[config.mk]
export PLATFORM = sky130hd
export DESIGN_NAME = sdterm_gen
export DESIGN_NICKNAME = d
export VERILOG_FILES = /design/src/rtl/sdterm_gen.sv
export SDC_FILE = /design/constraint.sdc
export NUM_CORES = 1
export LEC_CHECK = 0
export ABC_CLOCK_PERIOD_IN_PS = 10500
export CORE_ASPECT_RATIO = 0.5
export CORE_MARGIN = 2
export CORE_UTILIZATION = 60
export CTS_CLUSTER_DIAMETER = 200
export DETAILED_ROUTE_END_ITERATION = 7
export DONT_BUFFER_PORTS = 1
export GPL_TIMING_DRIVEN = 0
export PLACE_DENSITY = 0.81
export SLEW_MARGIN = 10
export SYNTH_ARGS = -nofsm -noshare
export SYNTH_HDL_FRONTEND = slang
export SYNTH_SLANG_ARGS = --single-unit
export TNS_END_PERCENT = 50
[constraint.sdc]
create_clock -name clk -period 10.5 [get_ports clk]
set_clock_uncertainty 0.2 [all_clocks]
set_input_delay 1.05 -clock clk [delete_from_list [all_inputs] [get_ports clk]]
set_output_delay 1.05 -clock clk [all_outputs]
set_load 0.01 [all_outputs]
[src/rtl/sdterm_gen.sv]
module sdterm_gen #(
  parameter int DW = 10,
  parameter int FB = 4,
  parameter int HB = 2,
  parameter bit SUM_EN = 1'b1,
  localparam int TW = DW + FB + HB
) (
  input  logic                 clk,
  input  logic                 rst_n,
  input  logic                 ld,
  input  logic [4:0]           code0,
  input  logic [4:0]           code1,
  input  logic [4:0]           code2,
  input  logic signed [DW-1:0] smp,
  output logic signed [TW-1:0] term0,
  output logic signed [TW-1:0] term1,
  output logic signed [TW-1:0] term2,
  output logic signed [TW-1:0] tap_sum
);
  localparam int NT = 3;
  localparam logic [4:0] ZCODE = 5'b01111;

  logic [4:0] cd_in [NT];
  logic [4:0] cd_q  [NT];
  logic signed [TW-1:0] base;
  logic signed [TW-1:0] t [NT];

  assign cd_in[0] = code0;
  assign cd_in[1] = code1;
  assign cd_in[2] = code2;

  always_ff @(posedge clk or negedge rst_n) begin
    if (!rst_n) begin
      for (int i = 0; i < NT; i++) cd_q[i] <= ZCODE;
    end else if (ld) begin
      for (int i = 0; i < NT; i++) cd_q[i] <= cd_in[i];
    end
  end

  assign base = {{HB{smp[DW-1]}}, smp, {FB{1'b0}}};

  for (genvar g = 0; g < NT; g++) begin : g_lane
    logic signed [TW-1:0] sh;
    assign sh   = base >>> cd_q[g][3:0];
    assign t[g] = (&cd_q[g][3:0]) ? '0 : (cd_q[g][4] ? -sh : sh);
  end

  assign term0 = t[0];
  assign term1 = t[1];
  assign term2 = t[2];

  if (SUM_EN) begin : g_sum
    assign tap_sum = t[0] + t[1] + t[2];
  end else begin : g_nosum
    assign tap_sum = '0;
  end
endmodule

==> results.json <==
{
  "grt-ovfl-total": 0,
  "crit_type": "input port to output port",
  "die_width_um": 131,
  "drtIter0Drc": 606,
  "largest_reg_flops": 15,
  "p_per_area_mw_per_mm2": 217,
  "synth_nets": 691,
  "period_needed_ns": 8.00,
  "finalCritPeriodShare": 0.762,
  "start_util": 0.610,
  "ant_nets": 0,
  "wirelength_um": 14700,
  "insertion_delay_ns": 0.24,
  "min_path_type": "input port to async pin",
  "antenna_found_initial": 0,
  "cts-resized-gates": 0,
  "placement.io_buffers": 0,
  "vias": 4812,
  "syn_area_mm2": 0.00483,
  "rsz0062_at_grt": "false",
  "hold_buffers": 0,
  "ys_seq_area_frac": 0.0808,
  "rows": 23,
  "cp_max_fo": 10,
  "setup-violations-final": 0,
  "post_cts_buffers": 0,
  "ir_drop_uv": 178,
  "ys_async_sr_fraction": 1.00,
  "htreeDepth": 1,
  "cts.sink_count": 15,
  "synthCells": 630,
  "cts_tree": "built",
  "setup_tns_ns": 0,
  "ctsLongestPathBuffers": 2,
  "clkTransAtPathRegs_ns": 0.05,
  "die_area_mm2": 0.00883,
  "track_usage": 0.331,
  "clk_root_buffer_cell": "clkbuf_16",
  "numCtsBuffers": 3,
  "grt_pass1_vias": 4139,
  "core_mm2": 0.00791,
  "grt_max_degree": 16,
  "p_leak_uw": 0.00203,
  "regMostFlops": "cd_q",
  "setup.worst_path.end_class": "output port",
  "place.gp.congestion": 1.02,
  "synth_edf_count": 0,
  "nNetsFinal": 696,
  "whs_ns": 0.301,
  "tightest_slew_ns": 0.709,
  "ys_ff_latch": 15,
  "status": "finished clean",
  "antenna_cells": 0,
  "grt_pass1_wl_um": 22500,
  "hold_violations": 0,
  "required_ns": 9.25,
  "dp_hpwl_um": 12200,
  "die_y_um": 67.5,
  "slew_violations": 0,
  "area_growth_pct": 4.53,
  "synthFlopType": "dfstp_2",
  "io_pins": 92,
  "max_slew_margin": 0.523,
  "avgRoutedWirePerCell_um": 19.6,
  "cp-start-kind": "input port",
  "viasPerCell": 6.45,
  "synth_area_per_cell_um2": 7.67,
  "arrival_ns": 6.75,
  "drv_cap": 0,
  "final_layout_size_suffix_gt1_frac": 0.142,
  "fmaxAchievable_mhz": 125,
  "drc": 0,
  "fillers": 725,
  "firstDrtPassIters": 5,
  "top_regs": "cd_q x15",
  "ys_types": 66,
  "yosys_warnings": 0
}
cells in the mapped netlist (13+ instances only):
master	n	share of area
a21oi_1	24	0.025
ha_1	17	0.044
mux2i_1	17	0.035
fa_1	16	0.066
xnor2_1	33	0.060
nand2_1	54	0.042
clkbuf_1	42	0.033
xor2_1	16	0.029
mux2_2	26	0.061
o21ai_0	25	0.026
nand2b_1	18	0.023
inv_1	32	0.025
nor2_1	72	0.056
or2_2	16	0.021
mux4_2	22	0.10
nand3_1	13	0.013
nor2b_1	18	0.023
per-stage QoR:
step / total power (uW) / cells / cell area, um^2 / worst slack (ns) / utilization
after floorplan: 855 / 630 / 4830 / 3.62 / -
after global placement: 994 / 742 / 4970 / 2.64 / 0.628
after detailed placement: 1010 / 742 / 4970 / 2.61 / 0.628
after CTS: 1090 / 746 / 5050 / 2.59 / 0.638
after global routing: 1210 / 746 / 5050 / 2.20 / 0.638
final: 1100 / 746 / 5050 / 2.50 / 0.638
per-layer routing:
layer / GRT usage / up-vias / part of all wire
li1: - / 2253 / -
met4: 0.0652 / 0 / 0.014
met5: 0 / - / 0
met1: 0.496 / 2214 / 0.45
met3: 0.139 / 16 / 0.17
met2: 0.436 / 329 / 0.37
power breakdown:
group | total [uW] | internal, uW | switching [uW] | leakage (uW)
Clock | 71.8 | 51.2 | 20.6 | 0.0000382
Sequential | 70.2 | 66.8 | 3.43 | 0.000162
Combinational | 954 | 368 | 586 | 0.00183
layout by cell type, fill, tap and decap left out, drive strengths merged, types with 17 or more instances in the layout:
cell	instances
nor2b	18
clkbuf	46
a21oi	24
or2	17
mux4	22
o21ai	26
nand2b	18
nand2	54
mux2	26
mux2i	17
xnor2	33
nor2	72
inv	32
ha	17
critical path: stages:
cell,delay [ns]
clkbuf_1,0.33
clkbuf_1,0.37
clkbuf_1,0.42
clkbuf_1,0.48
clkbuf_1,0.40
buf_1,0.50
a21oi_1,0.18
xnor2_1,0.18
nor2_1,0.33
fa_1,0.47
ha_1,0.36
o21a_1,0.13
nor2_1,0.08
a21oi_1,0.06
a41o_1,0.26
o41ai_1,0.48
o21ai_0,0.21
xnor3_1,0.46
final cells by class:
type                    count  area (um^2)  area share
flip-flops and latches     15          390      0.0773
well taps                 112          140      0.0278
plain buffers              55          229      0.0453
clock buffers               4         78.8      0.0156
inverters                  34          128      0.0253
multi-input cells         526         4080       0.809
final timing paths:
path,to,from,slack [ns],cells past startpoint
min in group clk,cd_q[3]$_DFFE_PN1P_,cd_q[3]$_DFFE_PN1P_,0.54,2
hold reg to reg,cd_q[3]$_DFFE_PN1P_,cd_q[3]$_DFFE_PN1P_,0.54,2
setup reg to reg,cd_q[11]$_DFFE_PN1P_,cd_q[11]$_DFFE_PN1P_,8.35,4
max in group asynchronous,cd_q[11]$_DFFE_PN1P_,rst_n,9.63,0
hold / removal,cd_q[4]$_DFFE_PN0P_,rst_n,0.30,0
setup / recovery,tap_sum[15],smp[9],2.50,18
kinds of logic after synthesis:
kind of cell / count (synthesis) / synth area share
AND/OR/NAND/NOR: 242 / 0.248
AO/OA/AOI/OAI: 136 / 0.195
buffers and inverters: 89 / 0.0738
multiplexers: 65 / 0.198
XOR/XNOR: 50 / 0.0935
adder cells (fa/ha/maj): 33 / 0.110
flip-flops: 15 / 0.0808
Note: power is estimated with default switching activity, not from simulation.
